===== src/rtl/tone_keyer_pkg.sv =====
// Package: shared helpers for the tone keyer blocks.
// Assumes: period values fit in 32 bits.
package tone_keyer_pkg;

    // True when a measured edge-to-edge period lies inside the accept window.
    function automatic logic period_in_window(input int unsigned period,
                                              input int unsigned lo,
                                              input int unsigned hi);
        return (period >= lo) && (period <= hi);
    endfunction

endpackage


===== src/rtl/tone_gate_ctrl.sv =====
// Module: tone_gate_ctrl
// Combines the enable, fault, force and keying inputs into one carrier gate.
// Assumes: all inputs are synchronous to the system clock.
module tone_gate_ctrl (
    input  logic pwr_en,
    input  logic over_temp,
    input  logic tone_force,
    input  logic key_in,
    output logic gate_on
);

    // Gate: power enable and no fault are mandatory; force or key opens it.
    always_comb begin
        gate_on = pwr_en && !over_temp && (tone_force || key_in);
    end

endmodule


===== src/rtl/tone_carrier_gen.sv =====
// Module: tone_carrier_gen
// Divides the clock into a square carrier of 2*HALF_DIV cycles per period.
// The divider restarts at the beginning of a high half whenever the gate
// opens, so every burst begins with a complete high half.
// Assumes: HALF_DIV >= 2; gate_on is synchronous.
module tone_carrier_gen #(
    parameter int HALF_DIV = 32
) (
    input  logic clk,
    input  logic rst_n,
    input  logic gate_on,
    output logic tone_out
);

    localparam int CNT_W = (HALF_DIV > 1) ? $clog2(HALF_DIV) : 1;
    localparam logic [CNT_W-1:0] LAST = CNT_W'(HALF_DIV - 1);

    logic [CNT_W-1:0] cnt_q;
    logic             phase_q;
    logic             run_q;

    // Divider: hold at a fresh high phase while gated off, else count halves.
    always_ff @(posedge clk) begin
        if (!rst_n) begin
            cnt_q   <= '0;
            phase_q <= 1'b1;
            run_q   <= 1'b0;
        end else if (!gate_on) begin
            cnt_q   <= '0;
            phase_q <= 1'b1;
            run_q   <= 1'b0;
        end else begin
            run_q <= 1'b1;
            if (!run_q) begin
                cnt_q   <= '0;
                phase_q <= 1'b1;
            end else if (cnt_q == LAST) begin
                cnt_q   <= '0;
                phase_q <= !phase_q;
            end else begin
                cnt_q <= cnt_q + 1'b1;
            end
        end
    end

    assign tone_out = run_q && phase_q;

    // a closed gate silences the output on the following cycle.
    assert_blocked_off_R6: assert property (@(posedge clk) disable iff (!rst_n)
        !gate_on |=> !tone_out);

    // an opening gate yields a high output on the following cycle.
    assert_fresh_high_R3: assert property (@(posedge clk) disable iff (!rst_n)
        (gate_on && !$past(gate_on)) |=> tone_out);

    // output edges inside a burst occur only after a full half count.
    assert_half_len_R2: assert property (@(posedge clk) disable iff (!rst_n)
        (run_q && $past(run_q) && (tone_out != $past(tone_out)))
            |-> ($past(cnt_q) == LAST));

    // the half counter never passes its terminal value.
    assert_cnt_range_R2: assert property (@(posedge clk) disable iff (!rst_n)
        cnt_q <= LAST);

endmodule


===== src/rtl/tone_presence_det.sv =====
// Module: tone_presence_det
// Synchronises a squared-up carrier, measures rising-edge to rising-edge
// periods, and flags presence after a run of in-window periods. Presence
// clears after LOSS_CYCLES clocks without a valid edge.
// Assumes: det_in is asynchronous; DET_MIN <= DET_MAX; LOCK_PERIODS >= 1.
module tone_presence_det
    import tone_keyer_pkg::*;
#(
    parameter int DET_MIN      = 58,
    parameter int DET_MAX      = 78,
    parameter int LOCK_PERIODS = 3,
    parameter int LOSS_CYCLES  = 128,
    parameter int SYNC_STAGES  = 2
) (
    input  logic clk,
    input  logic rst_n,
    input  logic det_in,
    output logic present
);

    localparam int P_W = $clog2(DET_MAX + 2);
    localparam int L_W = $clog2(LOSS_CYCLES + 1);
    localparam int G_W = (LOCK_PERIODS > 1) ? $clog2(LOCK_PERIODS + 1) : 1;
    localparam logic [P_W-1:0] P_SAT = P_W'(DET_MAX + 1);
    localparam logic [L_W-1:0] L_MAX = L_W'(LOSS_CYCLES);
    localparam logic [G_W-1:0] G_MAX = G_W'(LOCK_PERIODS);
    localparam logic [G_W-1:0] G_ARM = G_W'(LOCK_PERIODS - 1);

    logic [SYNC_STAGES:0] chain;
    assign chain[0] = det_in;

    // Synchroniser stages, one flop per generated stage.
    for (genvar g = 1; g <= SYNC_STAGES; g++) begin : gen_sync
        logic stage_q;
        // Stage flop: shift the sampled level one step inward.
        always_ff @(posedge clk) begin
            if (!rst_n) stage_q <= 1'b0;
            else        stage_q <= chain[g-1];
        end
        assign chain[g] = stage_q;
    end

    logic             last_q;
    logic             seen_q;
    logic [P_W-1:0]   per_q;
    logic [L_W-1:0]   since_q;
    logic [G_W-1:0]   good_q;
    logic             present_q;
    logic             rise;
    logic             valid_edge;

    assign rise       = chain[SYNC_STAGES] && !last_q;
    assign valid_edge = rise && seen_q &&
                        period_in_window(int'(per_q), DET_MIN, DET_MAX);

    // Period timer: restart on every rising edge, saturate past the window.
    always_ff @(posedge clk) begin
        if (!rst_n) begin
            last_q <= 1'b0;
            seen_q <= 1'b0;
            per_q  <= '0;
        end else begin
            last_q <= chain[SYNC_STAGES];
            if (rise) begin
                per_q  <= P_W'(1);
                seen_q <= 1'b1;
            end else if (per_q != P_SAT) begin
                per_q <= per_q + 1'b1;
            end
        end
    end

    // Silence timer: clocks since the last valid edge, saturating.
    always_ff @(posedge clk) begin
        if (!rst_n)               since_q <= '0;
        else if (valid_edge)      since_q <= '0;
        else if (since_q != L_MAX) since_q <= since_q + 1'b1;
    end

    // Run counter and presence flag: lock on a run, clear on silence.
    always_ff @(posedge clk) begin
        if (!rst_n) begin
            good_q    <= '0;
            present_q <= 1'b0;
        end else if (valid_edge) begin
            if (good_q != G_MAX) good_q <= good_q + 1'b1;
            if (good_q >= G_ARM) present_q <= 1'b1;
        end else if (rise) begin
            good_q <= '0;
        end else if (since_q == L_MAX) begin
            good_q    <= '0;
            present_q <= 1'b0;
        end
    end

    assign present = present_q;

    // presence rises only on a valid edge that completes the run.
    assert_lock_on_run_R8: assert property (@(posedge clk) disable iff (!rst_n)
        $rose(present_q) |-> ($past(valid_edge) && ($past(good_q) >= G_ARM)));

    // presence falls only through the silence timeout.
    assert_drop_on_silence_R10: assert property (@(posedge clk) disable iff (!rst_n)
        $fell(present_q) |-> ($past(since_q) == L_MAX));

    // an expired silence timer with no valid edge clears presence.
    assert_timeout_clears_R10: assert property (@(posedge clk) disable iff (!rst_n)
        ((since_q == L_MAX) && !valid_edge) |=> !present_q);

    // a rising edge outside the window empties the run counter.
    assert_bad_edge_resets_R9: assert property (@(posedge clk) disable iff (!rst_n)
        (rise && !valid_edge) |=> (good_q == '0));

endmodule


===== src/rtl/tone_keyer.sv =====
// Module: tone_keyer
// Top of the 22 kHz tone keyer: carrier gating, divider and presence detector.
// Assumes: one clock domain except det_in, which is synchronised inside.
module tone_keyer #(
    parameter int HALF_DIV     = 32,
    parameter int DET_MIN      = 58,
    parameter int DET_MAX      = 78,
    parameter int LOCK_PERIODS = 3,
    parameter int LOSS_CYCLES  = 128,
    parameter int SYNC_STAGES  = 2
) (
    input  logic clk,
    input  logic rst_n,
    input  logic pwr_en,
    input  logic tone_force,
    input  logic key_in,
    input  logic over_temp,
    input  logic det_in,
    output logic tone_out,
    output logic tone_det_n
);

    logic gate_on;
    logic present;

    tone_gate_ctrl u_gate (
        .pwr_en     (pwr_en),
        .over_temp  (over_temp),
        .tone_force (tone_force),
        .key_in     (key_in),
        .gate_on    (gate_on)
    );

    tone_carrier_gen #(
        .HALF_DIV (HALF_DIV)
    ) u_carrier (
        .clk      (clk),
        .rst_n    (rst_n),
        .gate_on  (gate_on),
        .tone_out (tone_out)
    );

    tone_presence_det #(
        .DET_MIN      (DET_MIN),
        .DET_MAX      (DET_MAX),
        .LOCK_PERIODS (LOCK_PERIODS),
        .LOSS_CYCLES  (LOSS_CYCLES),
        .SYNC_STAGES  (SYNC_STAGES)
    ) u_det (
        .clk     (clk),
        .rst_n   (rst_n),
        .det_in  (det_in),
        .present (present)
    );

    assign tone_det_n = !present;

    // nothing is emitted or reported in the first cycle after reset.
    assert_reset_idle_R1: assert property (@(posedge clk)
        $rose(rst_n) |-> (!tone_out && tone_det_n));

endmodule


===== config.mk =====
export PLATFORM = sky130hd
export DESIGN_NAME = tone_keyer
export DESIGN_NICKNAME = d
export VERILOG_FILES = /design/src/rtl/tone_keyer_pkg.sv /design/src/rtl/tone_gate_ctrl.sv /design/src/rtl/tone_carrier_gen.sv /design/src/rtl/tone_presence_det.sv /design/src/rtl/tone_keyer.sv
export SDC_FILE = /design/constraint.sdc
export NUM_CORES = 1
export LEC_CHECK = 0
export ABC_AREA = 1
export BUFFER_PORTS_ARGS = -buffer_cell sky130_fd_sc_hd__buf_2
export CAP_MARGIN = 25
export CORE_MARGIN = 2
export CORE_UTILIZATION = 53
export DETAILED_ROUTE_END_ITERATION = 6
export GPL_TIMING_DRIVEN = 0
export PLACE_DENSITY = 0.71
export SETUP_SLACK_MARGIN = 0.3
export SLEW_MARGIN = 20
export SYNTH_ARGS = -nofsm -noshare
export SYNTH_HDL_FRONTEND = slang
export SYNTH_SLANG_ARGS = --single-unit

===== constraint.sdc =====
create_clock -name clk -period 1.2 [get_ports clk]
set_input_delay 0.12 -clock clk [delete_from_list [all_inputs] [get_ports clk]]
set_output_delay 0.12 -clock clk [all_outputs]
set_load 0.02 [all_outputs]

==> metrics.md, run 1 <==
| Metric | Value |
|---|---|
| Estimated wirelength of the detail-placed design | `~1.9 mm` |
| Peak supply drop | `0.8985 mV` |
| Worst-Skew Late Latency | `0.33 ns` |
| First-pass GRT wire length | `4.919 mm` |
| Unique cell type count in the Yosys netlist | `27` |
| Synth Net Count | `around 190` |
| Vias | `1250` |
| Clock share of power | `roughly a third` |
| Leakage power total | `between 0.7 and 0.8 nW` |
| Max clock buf depth | `2` |
| Netlist area before placement | `about 0.0014 sq mm` |
| Routed WL | `3.050 mm` |
| Total congestion overflow after global routing | `0` |
| Clock period minus worst slack | `roughly 1.3 ns` |
| Number of failing setup endpoints in the final timing report | `17` |
| Violated checks | `negative hold slack, negative setup slack` |
| Die X | `~55 um` |
| Register-to-register setup slack | `-0.14 ns` |
| Final nets | `221` |
| Synth Area in Compound Gates | `about a tenth` |
| Post-synthesis instance total | `between 150 and 200` |
| Measured slew at the worst slew-check pin | `just under 0.3 ns` |
| Ant. Diodes | `0` |
| Number of filler instances in the final layout | `roughly 180` |
| Internal power contribution | `1.309 mW` |
| Number of enable-type register cells in the synthesized netlist | `0` |
| Adder-Cell Fraction of Synth Area | `approximately 7.2%` |
| Worst reg2reg path startpoint | `u_det.per_q[0]` |
| Proportion of synthesized area in mux cells | `0%` |
| Via count of the first global-routing pass | `1225` |
| Height of the chip | `between 50 and 60 um` |
| Input/output buffers | `7` |
| Number of antenna violations at the first check in global routing | `0` |
| FMAX | `around 750 MHz` |
| Clock Tree Root | `sky130_fd_sc_hd__clkbuf_4` |
| Initial core utilization | `56.36%` |
| Ys flop type | `sky130_fd_sc_hd__dfxtp_1` |
| Max-cap violations | `0` |
| Switching part of the total | `approximately a quarter` |
| Commonest cells in the netlist | `sky130_fd_sc_hd__dfxtp_1 (29), sky130_fd_sc_hd__inv_1 (29), sky130_fd_sc_hd__nand2_1 (29)` |
| Number of levels in the clock H-tree | `2` |
| Xor and xnor fraction of the mapped netlist area | `around 3.1%` |
| Synthesis-to-layout area growth | `33.96%` |
| Async S/R FF share, synth | `0%` |
| All-Layer GR Usage | `roughly a fifth` |
| Setup TNS after final layout | `-0.9496 ns` |
| Total count of max-transition violations in the final report | `0` |
| Residual antenna-violating net count after detailed routing | `0` |
| Pin count of the biggest net entering global routing | `10` |
| Type of element launching the critical path | `register` |
| Power share of the combinational group | `a little over a tenth` |
| Proportion of synthesized chip area in sequential cells | `around two fifths` |
| Number of design-rule violations left by the first detailed-router iteration | `33` |
| Number of detailed-routing iterations run before antenna repair | `4` |
| Multi-input combinational cell area | `868.3 sq um` |
| Number of cells traversed by the worst hold path | `2` |
| Min-delay worst type | `in -> reg` |
| Result of the run | `finished, violations left` |
| Type of the setup path with the least slack | `reg -> reg` |
| Count of cells along the worst register-to-register path | `7` |
| Fraction of post-synthesis cell area in the top cell type by area | `41.58%` |
| CTS Buf Count | `5` |
| Hold path startpoint | `over_temp` |
| Setup ws final | `-0.1397 ns` |
| Worst EP arrival | `1.57 ns` |
| Placeable core area | `approximately 0.0025 sq mm` |
| Clock tree from TritonCTS | `built` |
| Ratio of total power to cell area | `about 950 mW/mm^2` |
| Routed wire length per instance | `about 13 um` |
| Destination of the worst hold path | `u_carrier.run_q` |
| Clock-pin slew of the registers on the worst-case setup and hold paths | `0.10 ns` |
| Net Sw Power | `473.6 uW` |
| Worst Path Max Fanout | `6` |
| Proportion of layout cells with a drive suffix above 1 | `48.79%` |
| Part of the cycle the worst path needs | `111.6%` |
| Simple-gate area share of the yosys netlist | `between 20% and 30%` |
| Number of rows created at floorplan | `18` |
| Area leader, netlist | `sky130_fd_sc_hd__dfxtp_1` |
| Number of I/O pins | `9` |
| Worst hold margin | `-0.02851 ns` |
| TritonCTS sink count | `29` |
| Critical path capture point type | `register` |
| Synth area leaders | `sky130_fd_sc_hd__dfxtp_1 (42%), sky130_fd_sc_hd__inv_1 (7.8%), sky130_fd_sc_hd__nand2_1 (7.8%), sky130_fd_sc_hd__ha_1 (7.2%), sky130_fd_sc_hd__nor2_1 (6.2%)` |
| Sequential cell area | `600.6 sq um` |
| Number of synthesis warnings | `0` |
| Endpoint of the most critical register-to-register path | `u_det.per_q[0]` |
| Placer Congestion | `approximately 0.77` |
| Remaining DRCs | `0` |
| Worst clock skew | `approximately 0.015 ns` |
| Critical path data required time | `between 1 and 1.5 ns` |
| Post-CTS Hold Fix Bufs | `1` |
| Post-synthesis register bit count | `29` |
| Sequential group share of total power | `57.3%` |
| Setup repair after global routing missed its margin | `yes` |
| Worst rel slew slack | `about 80%` |
| Vias per cell | `5.274` |
| Final Hold Viols | `1` |
| Average instance area after synthesis | `slightly below 8 sq um` |
| Die Outline Area | `between 0.003 and 0.004 sq mm` |
| Main combinational cell family by area after synthesis | `simple AND/OR/NAND/NOR gates` |
[cell usage in the layout, fill, tap and decap left out, types with 2 or more instances in the layout]
cell type	netlist	final
sky130_fd_sc_hd__ha_1	8	3
sky130_fd_sc_hd__buf_4	0	13
sky130_fd_sc_hd__nor2_2	0	10
sky130_fd_sc_hd__dfxtp_2	0	13
sky130_fd_sc_hd__inv_1	29	24
sky130_fd_sc_hd__nand2_4	0	3
sky130_fd_sc_hd__nand3_4	0	2
sky130_fd_sc_hd__buf_6	1	5
sky130_fd_sc_hd__a21oi_1	14	7
sky130_fd_sc_hd__inv_2	4	9
sky130_fd_sc_hd__a21oi_2	0	7
sky130_fd_sc_hd__clkbuf_4	0	5
sky130_fd_sc_hd__nand3_1	10	7
sky130_fd_sc_hd__nand4_1	3	3
sky130_fd_sc_hd__nand2_2	2	3
sky130_fd_sc_hd__buf_2	0	5
sky130_fd_sc_hd__nor3_2	2	3
sky130_fd_sc_hd__ha_4	0	2
sky130_fd_sc_hd__o21ai_1	0	2
sky130_fd_sc_hd__nor2_1	23	12
sky130_fd_sc_hd__nand3_2	2	3
sky130_fd_sc_hd__nor3b_2	2	2
sky130_fd_sc_hd__dfxtp_1	29	15
sky130_fd_sc_hd__ha_2	0	3
sky130_fd_sc_hd__nand2_1	29	24
sky130_fd_sc_hd__clkinv_2	0	2
sky130_fd_sc_hd__xor2_1	4	4
[cell type report]
class	instances	area share, %
buffer	1	0.6020
clock buffer	6	2.207
clock inverter	2	0.5351
inverter	33	6.622
multi-input combinational	113	46.42
sequential	29	32.11
tap	30	2.007
timing repair buffer	23	9.498
[metal layers]
| layer | track usage (%) | up-vias | routed length (um) |
|---|---|---|---|
| met5 | 0 | - | 0 |
| met4 | 11.15 | 0 | 48 |
| met3 | 5.855 | 6 | 119 |
| met2 | 35.37 | 26 | 1649 |
| met1 | 22.39 | 598 | 1232 |
| li1 | - | 620 | - |
[cell families (layout without fill, tap and decap cells)]
family | Yosys count | count (layout)
adder cells (fa/ha/maj) | 8 | 8
flip-flops | 29 | 29
AO/OA/AOI/OAI | 23 | 23
XOR/XNOR | 5 | 5
AND/OR/NAND/NOR | 77 | 77
buffers and inverters | 34 | 65
[registers in the layout, summed over array words and instances, names as in the netlist]
register,cells
u_det.good_q,2
u_det.gen_sync.stage_q,2
u_det.per_q,7
u_carrier.cnt_q,5
u_carrier.phase_q,1
u_det.since_q,8
u_det.present,1
u_det.last_q,1
u_det.seen_q,1
u_carrier.run_q,1
[power groups by stage]
stage,Combinational (mW),Sequential (mW),Clock (mW)
floorplan,0.0981,1.03,0
finish,0.192,1.02,0.570
CTS,0.163,1.02,0.578
global route,0.213,1.02,0.617
detailed placement,0.126,1.04,0
global placement,0.120,1.04,0
[worst max-delay path, stage by stage (launching register included)]
cell	delay (ns)
sky130_fd_sc_hd__dfxtp_2	0.36
sky130_fd_sc_hd__buf_4	0.12
sky130_fd_sc_hd__ha_2	0.22
sky130_fd_sc_hd__nand2_4	0.08
sky130_fd_sc_hd__nor2_2	0.11
sky130_fd_sc_hd__inv_2	0.09
sky130_fd_sc_hd__a21oi_1	0.17
sky130_fd_sc_hd__a21oi_1	0.09
[repair_timing]
item / in CTS / in global routing
endpoints found under the setup margin: 26 / 27
hold endpoints to repair: 2 / 1
pin swaps: 11 / 9
resized for setup: 33 / 18
buffers inserted: 9 / 6
[stage by stage]
stage / worst slack [ns] / instance area (sq um) / power (mW) / util [%] / instances
final: -0.1397 / 1871 / 1.783 / 75.51 / 237
after global routing: -0.2095 / 1871 / 1.855 / 75.51 / 237
after CTS: -0.07449 / 1763 / 1.759 / 71.16 / 231
after detailed placement: -0.1361 / 1536 / 1.166 / 62.02 / 213
after global placement: -0.07656 / 1536 / 1.158 / 62.02 / 213
after floorplan: 0.02646 / 1464 / 1.132 / - / 176
[worst max-delay path by stage]
stage                   start                to  slack (ns)  cells past startpoint
2_1_floorplan  u_det.per_q[0]  u_det.since_q[3]        0.03                      9
3_3_place_gp   u_det.per_q[0]  u_det.since_q[3]       -0.08                      9
3_5_place_dp   u_det.per_q[0]  u_det.since_q[3]       -0.14                      9
4_1_cts        u_det.per_q[1]   u_det.good_q[1]       -0.07                      6
5_1_grt        u_det.per_q[1]   u_det.good_q[1]       -0.21                      7
6_report       u_det.per_q[0]    u_det.per_q[0]       -0.14                      7
No activity file was read; power rests on OpenSTA's default activity.
==> run 2, diff against run 1 <==
- CAP_MARGIN: 25 -> unset
- CORE_UTILIZATION: 53 -> 35
- PLACE_DENSITY: 0.71 -> 0.5
==> run 2 against run 1 <==
Effect of this change: the flow finishes with violations (negative setup slack); wire length grew 0.16%; global-route usage shrank 5.8 points; utilization shrank 19 points; power grew 29%; sequential share of layout area shrank 3.3 points.
==> metrics.md, run 2 (synthesis results as in run 1) <==
| Metric | Value |
|---|---|
| Result of the run | `finished, violations left` |
| Violated checks | `negative setup slack` |
| Placeable core area | `approximately 0.0037 sq mm` |
| Ratio of total power to cell area | `~1100 mW/mm^2` |
| Via count of the first global-routing pass | `1157` |
| Total count of max-transition violations in the final report | `0` |
| First-pass GRT wire length | `around 4.8 mm` |
| Vias per cell | `4.713` |
| Peak supply drop | `0.7085 mV` |
| Total congestion overflow after global routing | `0` |
| Pin count of the biggest net entering global routing | `10` |
| Proportion of layout cells with a drive suffix above 1 | `between 50% and 60%` |
| Clock period minus worst slack | `1.276 ns` |
| Max FFs per register | `8` |
| Final nets | `approximately 220` |
| Worst rel slew slack | `approximately four fifths` |
| Part of the cycle the worst path needs | `106.3%` |
| Placer Congestion | `0.7512` |
| Vias | `roughly 1200` |
| Max-cap violations | `0` |
| Register name with the most flops | `u_det.since_q` |
| Sum of internal, switching and leakage power | `approximately 2.3 mW` |
| Worst EP arrival | `approximately 1.5 ns` |
| Setup ws final | `-0.07583 ns` |
| Final Hold Viols | `0` |
| Critical path capture point type | `register` |
| Routed wire length per instance | `roughly 12 um` |
| List of cells traversed by the critical path | `nand3_1 > o21ai_4 > buf_4 > nand3_4 > nand2_8 > a21oi_1` |
| CTS Buf Count | `5` |
| Number of design-rule violations left by the first detailed-router iteration | `22` |
| Ant. Diodes | `0` |
| Type of element launching the critical path | `register` |
| Worst-Skew Late Latency | `0.29 ns` |
| Measured slew at the worst slew-check pin | `between 0.3 and 0.4 ns` |
| Routed WL | `around 3.1 mm` |
| Leakage power total | `slightly below 0.9 nW` |
| All-Layer GR Usage | `between 10% and 20%` |
| Clock-pin slew of the registers on the worst-case setup and hold paths | `0.06 ns` |
| Die Outline Area | `0.004510 sq mm` |
| Number of detailed-routing iterations run before antenna repair | `4` |
| Type of the setup path with the least slack | `reg -> reg` |
| Placed insts | `between 200 and 250` |
| Number of I/O pins | `9` |
| Initial core utilization | `37.30%` |
| Critical path data required time | `between 1 and 1.5 ns` |
| Worst clock skew | `approximately 0.0062 ns` |
| Clock tree from TritonCTS | `built` |
| Min-delay worst type | `in -> reg` |
| Max clock buf depth | `2` |
| Setup repair after global routing missed its margin | `yes` |
| FMAX | `slightly below 800 MHz` |
| Synthesis-to-layout area growth | `50.27%` |
| Remaining DRCs | `0` |
| Setup slack at placement | `-0.1158 ns` |
| Worst hold margin | `about 0.016 ns` |
| Residual antenna-violating net count after detailed routing | `0` |
| Number of failing setup endpoints in the final timing report | `12` |
| Clock Tree Root | `sky130_fd_sc_hd__clkbuf_8` |
| Largest stage delay on the critical path | `~0.35 ns` |
| Commonest non-fill, non-tap cells in the layout | `sky130_fd_sc_hd__inv_1 (21), sky130_fd_sc_hd__nand2_1 (21), sky130_fd_sc_hd__buf_4 (16), sky130_fd_sc_hd__dfxtp_1 (16), sky130_fd_sc_hd__nor2_1 (11)` |
| Post-Layout Cell Count | `258` |
| Worst Path Max Fanout | `8` |
| TritonCTS sink count | `29` |
| Setup TNS after final layout | `-0.5948 ns` |
| Input/output buffers | `7` |
| Number of rows created at floorplan | `22` |
| Estimated wirelength of the detail-placed design | `roughly 1.8 mm` |
| Cell at the slowest stage of the critical path | `sky130_fd_sc_hd__dfxtp_2` |
| Number of levels in the clock H-tree | `2` |
| Biggest regs | `u_det.since_q: 8 flops, u_det.per_q: 7 flops, u_carrier.cnt_q: 5 flops` |
| Number of antenna violations at the first check in global routing | `0` |
| Die X | `approximately 67 um` |
| Height of the chip | `67.16 um` |
run 2: cell count changes in the layout (fill, tap and decap cells not counted), moves of 4 or more:
cell	before	now
sky130_fd_sc_hd__clkbuf_8	0	6
sky130_fd_sc_hd__clkbuf_4	5	0
sky130_fd_sc_hd__nor2_2	10	5
sky130_fd_sc_hd__ha_4	2	6
sky130_fd_sc_hd__nor2_4	1	7
run 2: critical path: cells and delay by family, from the launching register on:
| kind | cells | cell delay [ns] |
|---|---|---|
| flops | 1 | 0.35 |
| simple gates | 3 | 0.33 |
| buf+inv | 1 | 0.16 |
| compound gates | 2 | 0.31 |
run 2: report_power, final:
| part | internal [mW] | switching (mW) |
|---|---|---|
| registers | 0.992 | 0.0318 |
| logic | 0.109 | 0.112 |
| clock network | 0.676 | 0.386 |
run 2: what timing repair did:
| action | in CTS | in global routing |
|---|---|---|
| hold buffers | 0 | 0 |
| setup endpoints to repair | 26 | 26 |
| buffers inserted | 10 | 9 |
| pin swaps | 14 | 15 |
| gates resized for setup | 41 | 37 |
run 2: final cells by class:
cell class                 instances  area, sq um
sequential                        29        604.3
fill                             353         1645
inverter                          33        131.4
timing repair buffer              26        201.4
clock buffer                       7        86.33
clock inverter                     1        30.03
tap                               48        60.06
buffer                             1        11.26
multi-input combinational        113        973.4
run 2: per-layer routing:
layer	GRT usage [%]	up-vias	wire (um)
met1	15.91	570	1258
met2	25.00	16	1624
met5	0	-	0
met3	3.500	7	83
met4	10.71	0	89
li1	-	623	-
run 2: path summary, 6_finish.rpt:
kind / endpoint / slack [ns] / start / cells past startpoint
worst max-delay path: u_det.since_q[7] / -0.08 / u_det.per_q[5] / 6
worst max register to register: u_det.since_q[7] / -0.08 / u_det.per_q[5] / 6
worst min register to register: u_det.gen_sync[2].stage_q / 0.41 / u_det.gen_sync[1].stage_q / 2
worst min-delay path: u_det.gen_sync[1].stage_q / 0.02 / det_in / 3
run 2: through the flow:
step,cell area [sq um],utilization (%)
after CTS,1899,50.74
after global placement,1559,41.64
final,2098,56.05
after floorplan,1464,-
after detailed placement,1559,41.64
after global routing,2098,56.05
==> run 3, diff against run 2 <==
- PLACE_DENSITY: 0.5 -> 0.48
- clock period: 1.2 -> 1.3 ns (I/O delays scaled with it)
==> run 3 against run 2 <==
Effect of this change: the flow now finishes without violations; clock-buffer cell count stayed put; largest power group is now sequential cells; hold slack improved by 0.025 ns; die area is the same; fmax decreased by 0.10%; combinational power down 24%; flip-flop and latch count did not move; cell area down 7.4%; critical endpoint is now u_det.since_q[3]; worst setup slack improved by 0.099 ns; power shrank 16%; register-to-register slack improved by 0.099 ns.
==> metrics.md, run 3 (synthesis results as in run 1) <==
| Metric | Value |
|---|---|
| Result of the run | `completed` |
| Number of detailed-routing iterations run before antenna repair | `4` |
| Number of levels in the clock H-tree | `2` |
| Clock period minus worst slack | `between 1 and 1.5 ns` |
| Commonest non-fill, non-tap cells in the layout | `sky130_fd_sc_hd__inv_1 (24), sky130_fd_sc_hd__nand2_1 (23), sky130_fd_sc_hd__dfxtp_1 (17)` |
| Peak supply drop | `around 0.64 mV` |
| Post-CTS Hold Fix Bufs | `0` |
| Height of the chip | `67.16 um` |
| Max-cap violations | `0` |
| Final Hold Viols | `0` |
| FMAX | `between 700 and 800 MHz` |
| Max FFs per register | `8` |
| Setup TNS after final layout | `0 ns` |
| Number of failing setup endpoints in the final timing report | `0` |
| Setup repair after global routing missed its margin | `yes` |
| Number of I/O pins | `9` |
| Die Outline Area | `about 0.0045 sq mm` |
| Residual antenna-violating net count after detailed routing | `0` |
| Critical path capture point type | `register` |
| Initial core utilization | `~37%` |
| Vias | `between 1000 and 1500` |
| Ratio of total power to cell area | `around 1000 mW/mm^2` |
| First-pass GRT wire length | `about 5.1 mm` |
| Via count of the first global-routing pass | `~1200` |
| Worst rel slew slack | `79.80%` |
| CTS Buf Count | `5` |
| Ant. Diodes | `0` |
| All-Layer GR Usage | `around 15%` |
| Type of the setup path with the least slack | `reg -> reg` |
| Measured slew at the worst slew-check pin | `between 0.3 and 0.4 ns` |
| Routed WL | `between 2 and 3 mm` |
| Worst EP arrival | `~1.5 ns` |
| Clock tree from TritonCTS | `built` |
| Worst clock skew | `about 0.007 ns` |
| Biggest regs | `u_det.since_q: 8 flops, u_det.per_q: 7 flops, u_carrier.cnt_q: 5 flops` |
| Clock-pin slew of the registers on the worst-case setup and hold paths | `roughly 0.070 ns` |
| Number of design-rule violations left by the first detailed-router iteration | `49` |
| Number of antenna violations at the first check in global routing | `0` |
| Worst Path Max Fanout | `8` |
| Pin count of the biggest net entering global routing | `10` |
| Final Util | `between 50 and 60%` |
| Final nets | `216` |
| Number of filler instances in the final layout | `between 300 and 400` |
| Min-delay worst type | `in -> reg` |
| Register name with the most flops | `u_det.since_q` |
| Most frequent standard cell in the layout excluding fill and tap cells | `sky130_fd_sc_hd__inv_1` |
| Max clock buf depth | `2` |
| Number of rows created at floorplan | `22` |
| Placeable core area | `roughly 0.0037 sq mm` |
| Input/output buffers | `7` |
| Synthesis-to-layout area growth | `39.16%` |
| Routed wire length per instance | `about 11 um` |
| Worst-Skew Late Latency | `between 0.2 and 0.3 ns` |
| Proportion of layout cells with a drive suffix above 1 | `roughly half` |
| Type of element launching the critical path | `register` |
| Die X | `about 67 um` |
| Leakage power total | `approximately 0.8 nW` |
| Placer Congestion | `0.7642` |
| Clock Tree Root | `sky130_fd_sc_hd__clkbuf_8` |
| Vias per cell | `roughly 4.6` |
| Critical path data required time | `1.50 ns` |
| Remaining DRCs | `0` |
| TritonCTS sink count | `29` |
| Estimated wirelength of the detail-placed design | `1.826 mm` |
| Part of the cycle the worst path needs | `between 90% and 100%` |
| Total count of max-transition violations in the final report | `0` |
| Total congestion overflow after global routing | `0` |
==> run 3: cell types whose count changed in the layout (fill, tap and decap cells not counted), moves of 2 or more <==
cell,before,now
sky130_fd_sc_hd__inv_2,9,5
sky130_fd_sc_hd__nor2_2,5,7
sky130_fd_sc_hd__nand2_1,21,23
sky130_fd_sc_hd__buf_6,6,2
sky130_fd_sc_hd__nor3_2,1,3
sky130_fd_sc_hd__nor2_4,7,3
sky130_fd_sc_hd__nor3_4,2,0
sky130_fd_sc_hd__inv_1,21,24
sky130_fd_sc_hd__nand2_4,5,3
sky130_fd_sc_hd__nor2_1,11,13
sky130_fd_sc_hd__buf_4,16,11
==> run 3: layer usage <==
metal	share of wire (%)	global-route usage (%)	up-vias
li1	-	-	608
met1	44	17.56	536
met2	53	26.24	14
met3	2.6	5.167	4
met4	0.77	4.337	0
met5	0	0	-
==> run 3: critical path: stages (launching register included) <==
cell and delay, ns:
sky130_fd_sc_hd__dfxtp_4 0.37, sky130_fd_sc_hd__inv_4 0.04, sky130_fd_sc_hd__ha_4 0.14, sky130_fd_sc_hd__nor2_2 0.07
sky130_fd_sc_hd__nand2_1 0.07, sky130_fd_sc_hd__nand2_2 0.07, sky130_fd_sc_hd__nand2_4 0.08, sky130_fd_sc_hd__nand3_4 0.10
sky130_fd_sc_hd__nand2_8 0.08, sky130_fd_sc_hd__nor3b_2 0.17
==> run 3: per-stage QoR <==
step	worst slack (ns)	total power [mW]	hold slack [ns]	instance area, sq um	instances
after global routing	-0.05513	2.033	0.04161	1943	250
after detailed placement	-0.04327	1.076	0.3207	1559	231
after global placement	0.007579	1.072	0.3191	1559	231
after floorplan	0.1265	1.045	0.2276	1464	176
final	0.02283	1.940	0.04079	1943	250
after CTS	-0.03035	1.934	0.03110	1838	246
==> run 3: cell type report <==
type / count / area (sq um) / share of cell area (%)
Clock buffer: 7 / 96.34 / 4.958
Multi-Input combinational cell: 113 / 909.6 / 46.81
Timing Repair Buffer: 18 / 123.9 / 6.375
Clock inverter: 1 / 5.005 / 0.2576
Inverter: 33 / 133.9 / 6.890
Buffer: 1 / 11.26 / 0.5795
Sequential cell: 29 / 603.1 / 31.04
Tap cell: 48 / 60.06 / 3.091
==> run 3: final timing paths <==
check	start	endpoint	slack [ns]	depth (start not counted)
max	u_det.per_q[0]	u_det.since_q[3]	0.02	9
min	det_in	u_det.gen_sync[1].stage_q	0.04	3
max reg2reg	u_det.per_q[0]	u_det.since_q[3]	0.02	9
min reg2reg	u_det.gen_sync[1].stage_q	u_det.gen_sync[2].stage_q	0.41	2
==> run 3: timing repair <==
item | in CTS | in global routing
setup buffers | 7 | 4
resized for setup | 36 | 21
pin swaps | 17 | 16
endpoints found under the setup margin | 25 | 25
==> run 3: power breakdown <==
part,switching [mW],internal (mW)
combinational,0.0882,0.0806
sequential,0.0334,0.915
clock,0.345,0.478
